### config.mk
export PLATFORM = sky130hd
export DESIGN_NAME = idle_wake_ctrl
export DESIGN_NICKNAME = d
export VERILOG_FILES = /design/src/rtl/iwc_pkg.sv /design/src/rtl/iwc_sync.sv /design/src/rtl/iwc_wake_eval.sv /design/src/rtl/iwc_clk_gate.sv /design/src/rtl/idle_wake_ctrl.sv
export SDC_FILE = /design/constraint.sdc
export NUM_CORES = 1
export LEC_CHECK = 0
export BUFFER_PORTS_ARGS = -buffer_cell sky130_fd_sc_hd__buf_2
export CORE_ASPECT_RATIO = 0.8
export CORE_MARGIN = 4
export CORE_UTILIZATION = 40
export DETAILED_ROUTE_END_ITERATION = 12
export GPL_TIMING_DRIVEN = 0
export PLACE_DENSITY = 0.68
export SYNTH_ARGS = -nofsm -noshare
export SYNTH_HDL_FRONTEND = slang
export SYNTH_HIERARCHICAL = 1
export SYNTH_SLANG_ARGS = --single-unit
### constraint.sdc
create_clock -name clk -period 2.85 [get_ports clk]
set_input_delay 0.285 -clock clk [delete_from_list [all_inputs] [get_ports clk]]
set_output_delay 0.285 -clock clk [all_outputs]
set_load 0.01 [all_outputs]
### src/rtl/iwc_pkg.sv
package iwc_pkg;
  typedef enum logic [2:0] {
    CAUSE_NONE     = 3'd0,
    CAUSE_MASKED   = 3'd1,
    CAUSE_UNMASKED = 3'd2,
    CAUSE_RESET    = 3'd3,
    CAUSE_WDOG     = 3'd4
  } wake_cause_e;
endpackage

### src/rtl/iwc_sync.sv
module iwc_sync #(
  parameter int W      = 8,
  parameter int STAGES = 2
) (
  input  logic         clk,
  input  logic         rst_n,
  input  logic [W-1:0] d,
  output logic [W-1:0] q
);
  logic [W-1:0] stage_q [STAGES];

  always_ff @(posedge clk or negedge rst_n) begin
    if (!rst_n) stage_q[0] <= '0;
    else        stage_q[0] <= d;
  end

  for (genvar s = 1; s < STAGES; s++) begin : g_stage
    always_ff @(posedge clk or negedge rst_n) begin
      if (!rst_n) stage_q[s] <= '0;
      else        stage_q[s] <= stage_q[s-1];
    end
  end

  assign q = stage_q[STAGES-1];
endmodule

### src/rtl/iwc_wake_eval.sv
module iwc_wake_eval
  import iwc_pkg::*;
#(
  parameter int N_IRQ = 32
) (
  input  logic [N_IRQ-1:0] pend,
  input  logic [N_IRQ-1:0] unmask,
  input  logic             dim,
  input  logic             wdog,
  output logic             wake_hit,
  output wake_cause_e      wake_kind
);
  // Sources allowed to end idle under the current mask rule
  function automatic logic [N_IRQ-1:0] qualify(input logic [N_IRQ-1:0] p,
                                               input logic [N_IRQ-1:0] m,
                                               input logic             use_mask);
    return use_mask ? (p & m) : p;
  endfunction

  function automatic wake_cause_e classify(input logic [N_IRQ-1:0] q,
                                           input logic [N_IRQ-1:0] m,
                                           input logic             wd);
    if (wd)           return CAUSE_WDOG;
    else if (|(q & m)) return CAUSE_UNMASKED;
    else if (|q)       return CAUSE_MASKED;
    else               return CAUSE_NONE;
  endfunction

  logic [N_IRQ-1:0] qual_vec;

  always_comb begin
    qual_vec  = qualify(pend, unmask, dim);
    wake_hit  = wdog | (|qual_vec);
    wake_kind = classify(qual_vec, unmask, wdog);
  end
endmodule

### src/rtl/iwc_clk_gate.sv
module iwc_clk_gate (
  input  logic clk,
  input  logic rst_n,
  input  logic en,
  output logic gclk
);
  logic en_lat;

  // Enable captured while clk is low so the AND never chops a high phase
  always_ff @(negedge clk or negedge rst_n) begin
    if (!rst_n) en_lat <= 1'b1;
    else        en_lat <= en;
  end

  assign gclk = clk & en_lat;

  AST_GATE_EN_ALIGNED: assert property (@(posedge clk) disable iff (!rst_n)
    en_lat == en);
endmodule

### src/rtl/idle_wake_ctrl.sv
module idle_wake_ctrl
  import iwc_pkg::*;
#(
  parameter int N_IRQ       = 32,
  parameter int SYNC_STAGES = 2
) (
  input  logic             clk,
  input  logic             rst_n,
  input  logic             wfi_req,
  input  logic             clksw_off,
  input  logic             clksw_on,
  input  logic             err_clr,
  input  logic             dim,
  input  logic [N_IRQ-1:0] irq_pend,
  input  logic [N_IRQ-1:0] irq_unmask,
  input  logic             wdog_match,
  output logic             cpu_clk_en,
  output logic             cpu_gclk,
  output logic             idle,
  output logic             wfi_done,
  output logic [2:0]       wake_cause,
  output logic             clksw_en,
  output logic             wfi_err
);
  localparam int SW = N_IRQ + 1;

  logic [SW-1:0]    sync_out;
  logic [N_IRQ-1:0] pend_s;
  logic             wdog_s;
  logic             wake_hit;
  wake_cause_e      wake_kind;

  logic        idle_q, clksw_en_q, err_q, done_q;
  wake_cause_e cause_q;

  iwc_sync #(.W(SW), .STAGES(SYNC_STAGES)) u_sync (
    .clk (clk),
    .rst_n (rst_n),
    .d   ({wdog_match, irq_pend}),
    .q   (sync_out)
  );

  assign pend_s = sync_out[N_IRQ-1:0];
  assign wdog_s = sync_out[N_IRQ];

  iwc_wake_eval #(.N_IRQ(N_IRQ)) u_eval (
    .pend      (pend_s),
    .unmask    (irq_unmask),
    .dim       (dim),
    .wdog      (wdog_s),
    .wake_hit  (wake_hit),
    .wake_kind (wake_kind)
  );

  // Named events for the assertions
  logic wfi_accept, wfi_reject, wake_now;
  assign wfi_accept = !idle_q && wfi_req && !clksw_en_q;
  assign wfi_reject = !idle_q && wfi_req && clksw_en_q;
  assign wake_now   = idle_q && wake_hit;

  always_ff @(posedge clk or negedge rst_n) begin
    if (!rst_n) begin
      idle_q     <= 1'b0;
      clksw_en_q <= 1'b1;
      err_q      <= 1'b0;
      done_q     <= 1'b0;
      cause_q    <= CAUSE_RESET;
    end else begin
      done_q <= 1'b0;
      if (!idle_q) begin
        if (clksw_off)     clksw_en_q <= 1'b0;
        else if (clksw_on) clksw_en_q <= 1'b1;
      end
      if (wfi_reject)   err_q <= 1'b1;
      else if (err_clr) err_q <= 1'b0;
      if (wfi_accept) begin
        if (wake_hit) begin
          done_q  <= 1'b1;
          cause_q <= wake_kind;
        end else begin
          idle_q  <= 1'b1;
          cause_q <= CAUSE_NONE;
        end
      end else if (wake_now) begin
        idle_q  <= 1'b0;
        done_q  <= 1'b1;
        cause_q <= wake_kind;
      end
    end
  end

  iwc_clk_gate u_gate (
    .clk   (clk),
    .rst_n (rst_n),
    .en    (cpu_clk_en),
    .gclk  (cpu_gclk)
  );

  assign cpu_clk_en = !idle_q;
  assign idle       = idle_q;
  assign wfi_done   = done_q;
  assign wake_cause = cause_q;
  assign clksw_en   = clksw_en_q;
  assign wfi_err    = err_q;

  AST_ENTRY_NEEDS_SW_OFF: assert property (@(posedge clk) disable iff (!rst_n)
    $rose(idle_q) |-> !$past(clksw_en_q));
  AST_ERR_STICKY: assert property (@(posedge clk) disable iff (!rst_n)
    (err_q && !err_clr) |=> err_q);
  AST_SW_OFF_AFTER_WAKE: assert property (@(posedge clk) disable iff (!rst_n)
    $fell(idle_q) |-> !clksw_en_q);
  AST_EXIT_PULSES_DONE: assert property (@(posedge clk) disable iff (!rst_n)
    $fell(idle_q) |-> done_q);
  AST_DIM_NO_MASKED_WAKE: assert property (@(posedge clk) disable iff (!rst_n)
    (dim && wake_hit) |-> (wake_kind != CAUSE_MASKED));
  AST_DONE_HAS_CAUSE: assert property (@(posedge clk) disable iff (!rst_n)
    done_q |-> (cause_q != CAUSE_NONE && cause_q != CAUSE_RESET));
  AST_WDOG_WINS: assert property (@(posedge clk) disable iff (!rst_n)
    (wake_now && wdog_s) |=> (cause_q == CAUSE_WDOG));
endmodule

==> out/metrics.csv <==
metric,value,unit
Yosys warning total,6,
Die Y,80.2,um
share of the synthesized area in the top cell type,67.3,%
Hold Slack,0.115,ns
die area,7870,um2
HP Class,input pin to flop,
ranking of synthesized cells by area,"dfrtp_1 67%, buf_4 9.8%, dfstp_2 4.0%",
slowest CP cell,dfstp_2,
clk_skew,0.0513,ns
Vias/cell,4.33,
Setup Buffers After CTS,0,
setup violators final,2,
layout cell share with drive strength beyond 1,49.0,%
Residual DRC,0,
Pre-antenna DRT Iters,4,
kind of critical path,flop to output pin,
Synth Instances,168,
WL final,5.35,mm
Peak VDD IR,0.000552,V
Post-synth EDFFs,0,
sequential area share after synthesis,71.3,%
startpoint class of the critical path,flop,
Detail Placement HPWL,3.69,mm
final setup margin,-0.0757,ns
Layout Nets,369,
Crit path required time,2.57,ns
io pins,81,
via count,1670,
Tightest Pin Transition,0.878,ns
final hold viol count,0,
Max Cap Viol,0,
crit path DAT,2.64,ns
Area Growth Syn to Fin,43.2,%
# diodes,0,
CTS tree,done,
Syn Nets,240,
wire per inst,13.9,um
Power Dens Cells,637,nW/um2
Starting Density,41.0,%
failing checks,setup timing,
pre-CTS setup slack,0.442,ns
Die Wd,98.2,um
vias in the first global route,1874,
gpl congestion,0.760,
GRT Util Overall,15.2,%
IO Port Bufs,80,
Post-Synthesis Cell Area,2600,um2
Avg Inst Size Synth,15.5,um2
Multi-input gate area,472,um2
Top delay family on crit path,flip-flops,
clock slew at reported path FFs,0.07,ns
"Primary FF master, synth",dfrtp_1,
max-slew violations,0,
#FFs+latches synth,74,
utilization after layout,58.8,%
"Distinct cells, synth",32,
Detail Route Antenna Nets,0,
initial antenna violation count,0,
CP cell instances,and2_4 -> buf_6,
cell leakage power,1.78,nW
Worst slew margin,41.5,%
Setup TNS,-0.0757,ns
Fill cells,532,
status,"finished, violations left",
FP Rows,26,
RSZ-0062 raised after global routing,true,
worst-path fanout max,1,
Core Box Area,6340,um2
largest area contributor in the synthesized netlist,dfrtp_1,
global-route wire length before repair,8.48,mm
Crit. End Element,output pin,
"Async S/R FF share, synth",100,%
pin count of the biggest net entering global routing,75,
register area,1860,um2
grt total ovfl,0,
largest stage delay on the critical path,0.50,ns
Worst-Skew Late Latency,0.50,ns
"Buf+Inv Stages, Crit Path",1,
DR iter-0 viols,32,
==> worst paths after layout <==
| kind | start | end | slack, ns | cells after the start |
|---|---|---|---|---|
| setup / recovery | u_gate/en_lat$_DFF_NN1_ | cpu_gclk | -0.08 | 2 |
| hold / removal | err_clr | wfi_err$_DFFE_PN0P_ | 0.12 | 3 |
| setup reg to reg | u_sync/q[1]$_DFF_PN0_ | wake_cause[1]$_DFFE_PN1P_ | 0.44 | 9 |
| hold reg to reg | u_sync/stage_q[37]$_DFF_PN0_ | u_sync/q[4]$_DFF_PN0_ | 0.35 | 0 |
| max in group asynchronous | rst_n | u_gate/en_lat$_DFF_NN1_ | 0.50 | 2 |
| min in group asynchronous | rst_n | u_sync/stage_q[33]$_DFF_PN0_ | 0.47 | 2 |
==> tightest hold or removal path, stage by stage <==
cell and delay, ns:
buf_2 0.10, inv_1 0.04, a32o_1 0.11
==> final cells by class <==
| cell class | instances | area share (%) |
|---|---|---|
| Buffer | 35 | 7.15 |
| Clock buffer | 14 | 4.83 |
| Clock inverter | 7 | 2.52 |
| Inverter | 2 | 0.201 |
| Multi-Input combinational cell | 56 | 12.6 |
| Sequential cell | 74 | 49.8 |
| Tap cell | 84 | 2.82 |
| Timing Repair Buffer | 114 | 20.1 |
==> layer usage <==
| metal | track usage [%] | wire length [um] | vias up |
|---|---|---|---|
| li1 | - | - | 826 |
| met5 | 0 | 0 | - |
| met1 | 16.0 | 2230 | 774 |
| met4 | 6.82 | 109 | 0 |
| met3 | 10.1 | 468 | 13 |
| met2 | 23.9 | 2550 | 57 |
==> flip-flops by register name, indices dropped and copies added (netlist names) <==
signal,flops
u_sync/q,33
u_sync/stage_q,33
wake_cause,3
clksw_en,1
idle,1
u_gate/en_lat,1
wfi_done,1
wfi_err,1
==> cell usage after synthesis, types with 2 or more instances <==
cell type,number
a222oi_1,2
a22oi_1,11
a2bb2oi_1,2
buf_4,34
dfrtp_1,70
dfstp_2,4
inv_1,2
mux2i_1,3
nand2b_1,4
nand3_1,3
nand4_1,3
nand4b_1,3
nor4_1,3
nor4_2,5
o221ai_1,2
==> cells in the final DEF (no fill, tap or decap), types with 2 or more instances in the layout <==
cell           count
nand3_1            3
nor4_2             5
a2bb2oi_1          2
mux2i_1            3
buf_6              2
nand4_1            3
a22oi_1           11
a222oi_1           2
nand4b_1           3
nand2b_1           4
o221ai_1           2
buf_2             78
buf_4             35
dfrtp_1           70
inv_1              2
clkbuf_8          12
dfstp_2            4
dlygate4sd3_1     35
bufinv_16          2
nor4_1             3
==> report_power, final <==
part	switching, mW	total, mW	internal, mW
Sequential	0.0176	1.12	1.11
Combinational	0.0822	0.205	0.123
Clock	0.417	1.05	0.631
==> through the flow <==
stage	instance area, um2	power, mW	std cells
2_1_floorplan	2600	1.24	168
3_3_place_gp	3110	1.35	332
3_5_place_dp	3110	1.35	332
4_1_cts	3730	2.41	386
5_1_grt	3730	2.50	386
6_report	3730	2.38	386
==> logic make-up (layout without fill, tap and decap cells) <==
family / count (synthesis) / in the layout / synth area share [%]
DFF: 74 / 74 / 71.3
and+or+nand+nor: 28 / 28 / 8.46
muxes: 3 / 3 / 1.15
buffers and inverters: 38 / 172 / 10.7
AOI/OAI and AO/OA: 25 / 25 / 8.41
==> timing repair <==
item                                   CTS  global route
endpoints found under the hold margin  104             0
cloned                                   0             0
setup endpoints to repair                2             2
hold buffers                            35             0
resized for setup                        2             0
No activity file was read; power rests on OpenSTA's default activity.
